## config.mk

```make
export PLATFORM = sky130hd
export DESIGN_NAME = dma_ctl_top
export DESIGN_NICKNAME = d
export VERILOG_FILES = /design/src/rtl/dma_ctl_pkg.sv /design/src/rtl/dma_ctl_decode.sv /design/src/rtl/dma_ctl_status.sv /design/src/rtl/dma_ctl_maskmode.sv /design/src/rtl/dma_ctl_top.sv
export SDC_FILE = /design/constraint.sdc
export NUM_CORES = 1
export LEC_CHECK = 0
export ABC_AREA = 1
export CORE_MARGIN = 3
export CORE_UTILIZATION = 43
export DETAILED_ROUTE_END_ITERATION = 8
export MAX_ROUTING_LAYER = met4
export PLACE_DENSITY = 0.76
export SYNTH_ARGS = -nofsm -noshare
export SYNTH_HDL_FRONTEND = slang
export SYNTH_HIERARCHICAL = 1
export SYNTH_SLANG_ARGS = --single-unit
```

## constraint.sdc

```tcl
create_clock -name clk -period 1.6 [get_ports clk]
set_clock_uncertainty 0.1 [all_clocks]
set_input_delay 0.32 -clock clk [delete_from_list [all_inputs] [get_ports clk]]
set_output_delay 0.32 -clock clk [all_outputs]
set_load 0.02 [all_outputs]
```

## src/rtl/dma_ctl_pkg.sv

```systemverilog
package dma_ctl_pkg;

    localparam int unsigned DATA_W = 8;
    localparam int unsigned PORT_W = 4;
    localparam logic [DATA_W-1:0] CMD_ALLOWED = 8'h04;

    typedef enum logic [PORT_W-1:0] {
        PORT_CMD   = 4'd8,
        PORT_REQ   = 4'd9,
        PORT_SMASK = 4'd10,
        PORT_MODE  = 4'd11,
        PORT_FFCLR = 4'd12,
        PORT_MRST  = 4'd13,
        PORT_MCLR  = 4'd14,
        PORT_MALL  = 4'd15
    } ctl_port_e;

    typedef struct packed {
        logic cmd;
        logic req;
        logic smask;
        logic mode;
        logic ffclr;
        logic mrst;
        logic mclr;
        logic mall;
    } wr_strobe_t;

    typedef struct packed {
        logic [1:0] xfer_mode;
        logic       down;
        logic       auto_init;
        logic [1:0] op;
        logic [1:0] chan;
    } mode_t;

    function automatic logic cmd_accept(input logic [DATA_W-1:0] d);
        return (d == '0) || (d == CMD_ALLOWED);
    endfunction

endpackage

```

## src/rtl/dma_ctl_decode.sv

```systemverilog
module dma_ctl_decode
    import dma_ctl_pkg::*;
(
    input  logic              wr_en,
    input  logic [PORT_W-1:0] wr_port,
    input  logic              rd_en,
    input  logic [PORT_W-1:0] rd_port,
    output wr_strobe_t        wr_s,
    output logic              rd_status,
    output logic              rd_mask
);
    always_comb begin
        wr_s = '0;
        if (wr_en) begin
            case (ctl_port_e'(wr_port))
                PORT_CMD:   wr_s.cmd   = 1'b1;
                PORT_REQ:   wr_s.req   = 1'b1;
                PORT_SMASK: wr_s.smask = 1'b1;
                PORT_MODE:  wr_s.mode  = 1'b1;
                PORT_FFCLR: wr_s.ffclr = 1'b1;
                PORT_MRST:  wr_s.mrst  = 1'b1;
                PORT_MCLR:  wr_s.mclr  = 1'b1;
                PORT_MALL:  wr_s.mall  = 1'b1;
                default:    wr_s = '0;
            endcase
        end
    end

    assign rd_status = rd_en && (rd_port == PORT_CMD);
    assign rd_mask   = rd_en && (rd_port == PORT_MALL);
endmodule

```

## src/rtl/dma_ctl_status.sv

```systemverilog
module dma_ctl_status #(
    parameter int unsigned NUM_CH = 4,
    localparam int unsigned CH_W = (NUM_CH > 1) ? $clog2(NUM_CH) : 1
) (
    input  logic              clk,
    input  logic              rst,
    input  logic              req_wr,
    input  logic              req_set,
    input  logic [CH_W-1:0]   req_ch,
    input  logic              mrst,
    input  logic              rd_clr,
    input  logic [NUM_CH-1:0] hold,
    input  logic [NUM_CH-1:0] release_i,
    input  logic [NUM_CH-1:0] tc_pulse,
    output logic [NUM_CH-1:0] req_q,
    output logic [NUM_CH-1:0] tc_q
);
    logic [NUM_CH-1:0] req_d, tc_d;

    always_comb begin
        req_d = (req_q & ~release_i) | hold;
        tc_d  = (rd_clr ? '0 : tc_q) | tc_pulse;
        for (int i = 0; i < NUM_CH; i++) begin
            if (req_wr && (req_ch == CH_W'(i))) begin
                req_d[i] = req_set;
                tc_d[i]  = 1'b0;
            end
        end
        if (mrst) begin
            req_d = '0;
            tc_d  = '0;
        end
    end

    always_ff @(posedge clk) begin
        if (rst) begin
            req_q <= '0;
            tc_q  <= '0;
        end else begin
            req_q <= req_d;
            tc_q  <= tc_d;
        end
    end


    mrst_clears_status_chk: assert property (@(posedge clk) disable iff (rst)
        mrst |=> (req_q == '0) && (tc_q == '0));

    hold_sets_req_chk: assert property (@(posedge clk) disable iff (rst)
        (hold != '0 && !mrst && !req_wr) |=> ((req_q & $past(hold)) == $past(hold)));

    tc_survives_read_chk: assert property (@(posedge clk) disable iff (rst)
        (tc_pulse != '0 && !mrst && !req_wr) |=> ((tc_q & $past(tc_pulse)) == $past(tc_pulse)));

    req_write_chk: assert property (@(posedge clk) disable iff (rst)
        (req_wr && !mrst) |=> (req_q[$past(req_ch)] == $past(req_set)) && !tc_q[$past(req_ch)]);
endmodule

```

## src/rtl/dma_ctl_maskmode.sv

```systemverilog
module dma_ctl_maskmode
    import dma_ctl_pkg::*;
#(
    parameter int unsigned NUM_CH = 4,
    localparam int unsigned CH_W = (NUM_CH > 1) ? $clog2(NUM_CH) : 1
) (
    input  logic                clk,
    input  logic                rst,
    input  wr_strobe_t          wr_s,
    input  logic [DATA_W-1:0]   wr_data,
    input  logic                ptr_toggle,
    output logic [NUM_CH-1:0]   mask_q,
    output logic [DATA_W-1:0]   cmd_q,
    output logic                ptr_q,
    output logic [NUM_CH*DATA_W-1:0] mode_flat
);
    logic [CH_W-1:0] ch;
    mode_t           mode_q [NUM_CH];

    assign ch = wr_data[CH_W-1:0];

    always_ff @(posedge clk) begin
        if (rst || wr_s.mrst) begin
            mask_q <= '1;
            cmd_q  <= '0;
            ptr_q  <= 1'b0;
        end else begin
            if (wr_s.ffclr)      ptr_q <= 1'b0;
            else if (ptr_toggle) ptr_q <= ~ptr_q;
            if (wr_s.cmd && cmd_accept(wr_data)) cmd_q <= wr_data;
            if (wr_s.smask)     mask_q[ch] <= wr_data[2];
            else if (wr_s.mclr) mask_q <= '0;
            else if (wr_s.mall) mask_q <= wr_data[NUM_CH-1:0];
        end
    end

    for (genvar g = 0; g < NUM_CH; g++) begin : g_mode
        always_ff @(posedge clk) begin
            if (rst)
                mode_q[g] <= '0;
            else if (wr_s.mode && (ch == CH_W'(g)))
                mode_q[g] <= mode_t'(wr_data);
        end
        assign mode_flat[g*DATA_W +: DATA_W] = mode_q[g];
    end


    cmd_legal_chk: assert property (@(posedge clk) disable iff (rst)
        (cmd_q == '0) || (cmd_q == CMD_ALLOWED));

    mask_clear_all_chk: assert property (@(posedge clk) disable iff (rst)
        wr_s.mclr |=> (mask_q == '0));

    single_mask_chk: assert property (@(posedge clk) disable iff (rst)
        wr_s.smask |=> (mask_q[$past(ch)] == $past(wr_data[2])));

    ptr_clear_chk: assert property (@(posedge clk) disable iff (rst)
        (wr_s.ffclr || wr_s.mrst) |=> !ptr_q);
endmodule

```

## src/rtl/dma_ctl_top.sv

```systemverilog
module dma_ctl_top
    import dma_ctl_pkg::*;
#(
    parameter int unsigned NUM_CH = 4,
    localparam int unsigned CH_W = (NUM_CH > 1) ? $clog2(NUM_CH) : 1
) (
    input  logic                     clk,
    input  logic                     rst,
    input  logic                     wr_en,
    input  logic [PORT_W-1:0]        wr_port,
    input  logic [DATA_W-1:0]        wr_data,
    input  logic                     rd_en,
    input  logic [PORT_W-1:0]        rd_port,
    output logic [DATA_W-1:0]        rd_data,
    input  logic [NUM_CH-1:0]        req_hold,
    input  logic [NUM_CH-1:0]        req_release,
    input  logic [NUM_CH-1:0]        tc_pulse,
    input  logic                     ptr_toggle,
    output logic                     byte_ptr,
    output logic [DATA_W-1:0]        command,
    output logic [NUM_CH-1:0]        mask,
    output logic [NUM_CH*DATA_W-1:0] mode_flat,
    output logic [NUM_CH-1:0]        eligible
);
    localparam int unsigned REQ_LSB = DATA_W / 2;

    wr_strobe_t        wr_s;
    logic              rd_status, rd_mask;
    logic [NUM_CH-1:0] req_q, tc_q, elig_q;

    dma_ctl_decode u_dec (
        .wr_en(wr_en), .wr_port(wr_port), .rd_en(rd_en), .rd_port(rd_port),
        .wr_s(wr_s), .rd_status(rd_status), .rd_mask(rd_mask)
    );

    dma_ctl_status #(.NUM_CH(NUM_CH)) u_stat (
        .clk(clk), .rst(rst),
        .req_wr(wr_s.req), .req_set(wr_data[2]), .req_ch(wr_data[CH_W-1:0]),
        .mrst(wr_s.mrst), .rd_clr(rd_status),
        .hold(req_hold), .release_i(req_release), .tc_pulse(tc_pulse),
        .req_q(req_q), .tc_q(tc_q)
    );

    dma_ctl_maskmode #(.NUM_CH(NUM_CH)) u_mm (
        .clk(clk), .rst(rst), .wr_s(wr_s), .wr_data(wr_data),
        .ptr_toggle(ptr_toggle), .mask_q(mask), .cmd_q(command),
        .ptr_q(byte_ptr), .mode_flat(mode_flat)
    );

    always_ff @(posedge clk) begin
        if (rst) elig_q <= '0;
        else     elig_q <= ~mask & req_q;
    end
    assign eligible = elig_q;

    always_comb begin
        rd_data = '0;
        if (rd_status) begin
            rd_data[NUM_CH-1:0]        = tc_q;
            rd_data[REQ_LSB +: NUM_CH] = req_q;
        end else if (rd_mask) begin
            rd_data[NUM_CH-1:0] = mask;
        end
    end


    elig_unmasked_chk: assert property (@(posedge clk) disable iff (rst)
        1'b1 |=> ((eligible & $past(mask)) == '0) && ((eligible & ~$past(req_q)) == '0));

    rd_idle_zero_chk: assert property (@(posedge clk) disable iff (rst)
        !rd_en |-> (rd_data == '0));
endmodule

```

==> impl_metrics.json <==
{
  "required_ns": 1.54,
  "p_leak_nw": 1.90,
  "pin_count": 90,
  "finalCriticalPeriod_ns": 1.56,
  "synth_compound_area_share_pct": 4.39,
  "critPathKind": "in -> reg",
  "start_kind": "input pin",
  "fin_crit_sh_pct": 97.6,
  "cts_sinks": 57,
  "crit_path_start": "wr_en",
  "finalSetupViolCount": 0,
  "synthXorXnorAreaFrac_pct": 0.353,
  "rsz0062_at_grt": "false",
  "drtIter0Drc": 85,
  "hold_violations": 0,
  "drt_first_pass_iters": 4,
  "port_buffers": 89,
  "cts_tree": "yes",
  "overflow": 0,
  "die_w_um": 82.0,
  "hold_class": "reg -> reg",
  "cts_buffers": 9,
  "diodes": 0,
  "cts-root-buf": "clkbuf_8",
  "antenna_found_initial": 0,
  "yosysSeqAreaShare_pct": 58.9,
  "syn-cell-area_mm2": 0.00248,
  "placed_area_mm2": 0.00376,
  "wl_per_cell_um": 13.0,
  "drc": 0,
  "routed_wl_mm": 6.26,
  "cts_setup_buffers": 0,
  "clk_path_buf_depth": 2,
  "ys_seq_elements": 57,
  "path_clk_slew_ns": 0.07,
  "cp_max_fo": 8,
  "worst_slack_ns": 0.0384,
  "final_nets": 436,
  "row_count": 27,
  "synth_fa_ha_area_share_pct": 0,
  "synth_edf_count": 32,
  "drive_gt1_share_pct": 25.5,
  "hp-start": "u_mm/cmd_q[1]",
  "synth_warnings": 6,
  "syn_to_final_growth_pct": 60.8,
  "synth-async-reset-ratio_pct": 0,
  "place_congestion": 0.840,
  "preCtsSetupSlack_ns": -0.724,
  "die_h_um": 82.0,
  "max-cap-violations": 0,
  "hpwl_mm": 4.79,
  "ys_dominant_reg_cell": "edfxtp_1",
  "slew_viol_final": 0,
  "track_usage_pct": 20.8,
  "num_vias": 2247,
  "grt_max_degree": 12,
  "stdcell_area_mm2": 0.00399,
  "core_area_mm2": 0.00554,
  "arrival_ns": 1.51,
  "initial_core_util_pct": 44.8,
  "vias_per_cell": 4.68,
  "max_freq_ghz": 0.640,
  "synth_simple_gate_area_share_pct": 28.4,
  "ant_nets": 0,
  "holdBufCountCts": 0,
  "synth.distinct_cells": 29,
  "power_density_mw_per_mm2": 887,
  "synth_top_family_by_area": "simple AND/OR/NAND/NOR gates",
  "dieArea_mm2": 0.00672,
  "synth_area_per_cell_um2": 9.30,
  "grt_pass1_wl_mm": 10.0,
  "synthCells": 267,
  "muxShareOfSynthArea_pct": 0,
  "crit_path_end_kind": "flip-flop",
  "outcome": "finished, final reports clean",
  "grt_pass1_vias": 2230,
  "ir_worst_vdd_uv": 535,
  "h-tree-depth": 3,
  "reg2reg_from": "u_mm/mask_q[3]",
  "insertion_delay_ns": 0.32
}
## cells by family (layout without fill, tap and decap cells)
| family | Yosys count | in the layout |
|---|---|---|
| compound gates | 15 | 15 |
| xor+xnor | 1 | 1 |
| buf+inv | 45 | 183 |
| flops | 57 | 57 |
| other cells | 1 | 4 |
| simple gates | 148 | 148 |
## report_power, final
group          internal [mW]  switching (mW)
registers               1.62          0.0274
clock network          0.859           0.545
logic                  0.233           0.261
total                   2.71           0.834
## metrics by stage
stage / util, % / setup TNS [ns] / power, mW / hold slack, ns / std cells
floorplan: - / 0 / 1.88 / 0.296 / 270
global placement: 67.9 / -24.71 / 2.19 / 0.332 / 463
detailed placement: 67.9 / -27.36 / 2.20 / 0.333 / 463
CTS: 70.8 / -0.0111 / 3.56 / 0.340 / 480
global route: 72.1 / 0 / 3.68 / 0.356 / 480
finish: 72.1 / 0 / 3.54 / 0.338 / 480
## cell usage in the layout (no fill, tap or decap), types with 2 or more instances in the layout
cell / n
a21oi_1: 5
buf_12: 4
buf_2: 6
buf_4: 32
buf_6: 8
bufinv_16: 2
clkbuf_2: 2
clkbuf_8: 9
clkdlybuf4s50_1: 24
clkinv_1: 3
clkinv_2: 2
conb_1: 4
dfxtp_1: 25
dlygate4sd2_1: 49
dlymetal6s2s_1: 3
edfxtp_1: 32
inv_1: 34
inv_2: 3
nand2_1: 40
nand2_2: 6
nand3_1: 19
nand3_2: 6
nand4_1: 4
nor2_1: 49
nor2_2: 7
nor2_4: 3
nor2_8: 2
nor3_2: 4
nor3b_1: 4
o21ai_0: 3
o21bai_4: 2
## routing by layer
layer / vias up / share of wire, % / track usage [%]
met3: 10 / 4.4 / 3.95
met2: 56 / 52 / 34.7
li1: 1131 / - / -
met1: 1050 / 41 / 24.1
met5: - / 0 / -
met4: 0 / 1.7 / 9.80
## final timing paths
path	end	slack, ns	cells past startpoint
setup / recovery	u_mm/mode_q[2][0]	0.04	7
hold / removal	u_mm/cmd_q[1]	0.34	2
setup reg to reg	u_mm/mask_q[3]	0.69	3
hold reg to reg	u_mm/cmd_q[1]	0.34	2
## registers in the layout, indices dropped and copies added, names as in the netlist
register,cells
u_stat/req_q,4
u_mm/ptr_q,1
u_mm/mode_q,32
eligible,4
u_stat/tc_q,4
u_mm/cmd_q,8
u_mm/mask_q,4
## final cells by class
| class | count | area (um^2) |
|---|---|---|
| fillers | 445 | 1550 |
| flip-flops and latches | 57 | 1460 |
| repair buffers | 128 | 1160 |
| multi-input cells | 168 | 926 |
| inverters | 39 | 149 |
| clock buffers | 9 | 124 |
| well taps | 72 | 90.1 |
| clock inverters | 7 | 85.1 |
## critical path, cell delays in order
cell	delay (ns)
clkdlybuf4s50_1	0.49
nand3_2	0.09
nor2_2	0.13
buf_6	0.14
nand3_1	0.08
nand2_1	0.11
buf_12	0.13
## cell usage after synthesis, types with 3 or more instances
library cell | n | area, um^2
nand3_1 | 24 | 120
edfxtp_1 | 32 | 961
nor3b_1 | 4 | 30.0
dfxtp_1 | 25 | 500
a21oi_1 | 5 | 25.0
nand4_1 | 4 | 25.0
o21ai_0 | 5 | 25.0
inv_1 | 34 | 128
inv_2 | 4 | 15.0
nand2_1 | 46 | 173
nor3_2 | 3 | 30.0
nor2_1 | 57 | 214
## timing repair
action / CTS / global route
gates resized for setup: 115 / 28
endpoints found under the hold margin: 0 / 0
cloned: 1 / 0
pin swaps: 6 / 5
endpoints found under the setup margin: 57 / 68
Power figures use the tool's default switching activity.
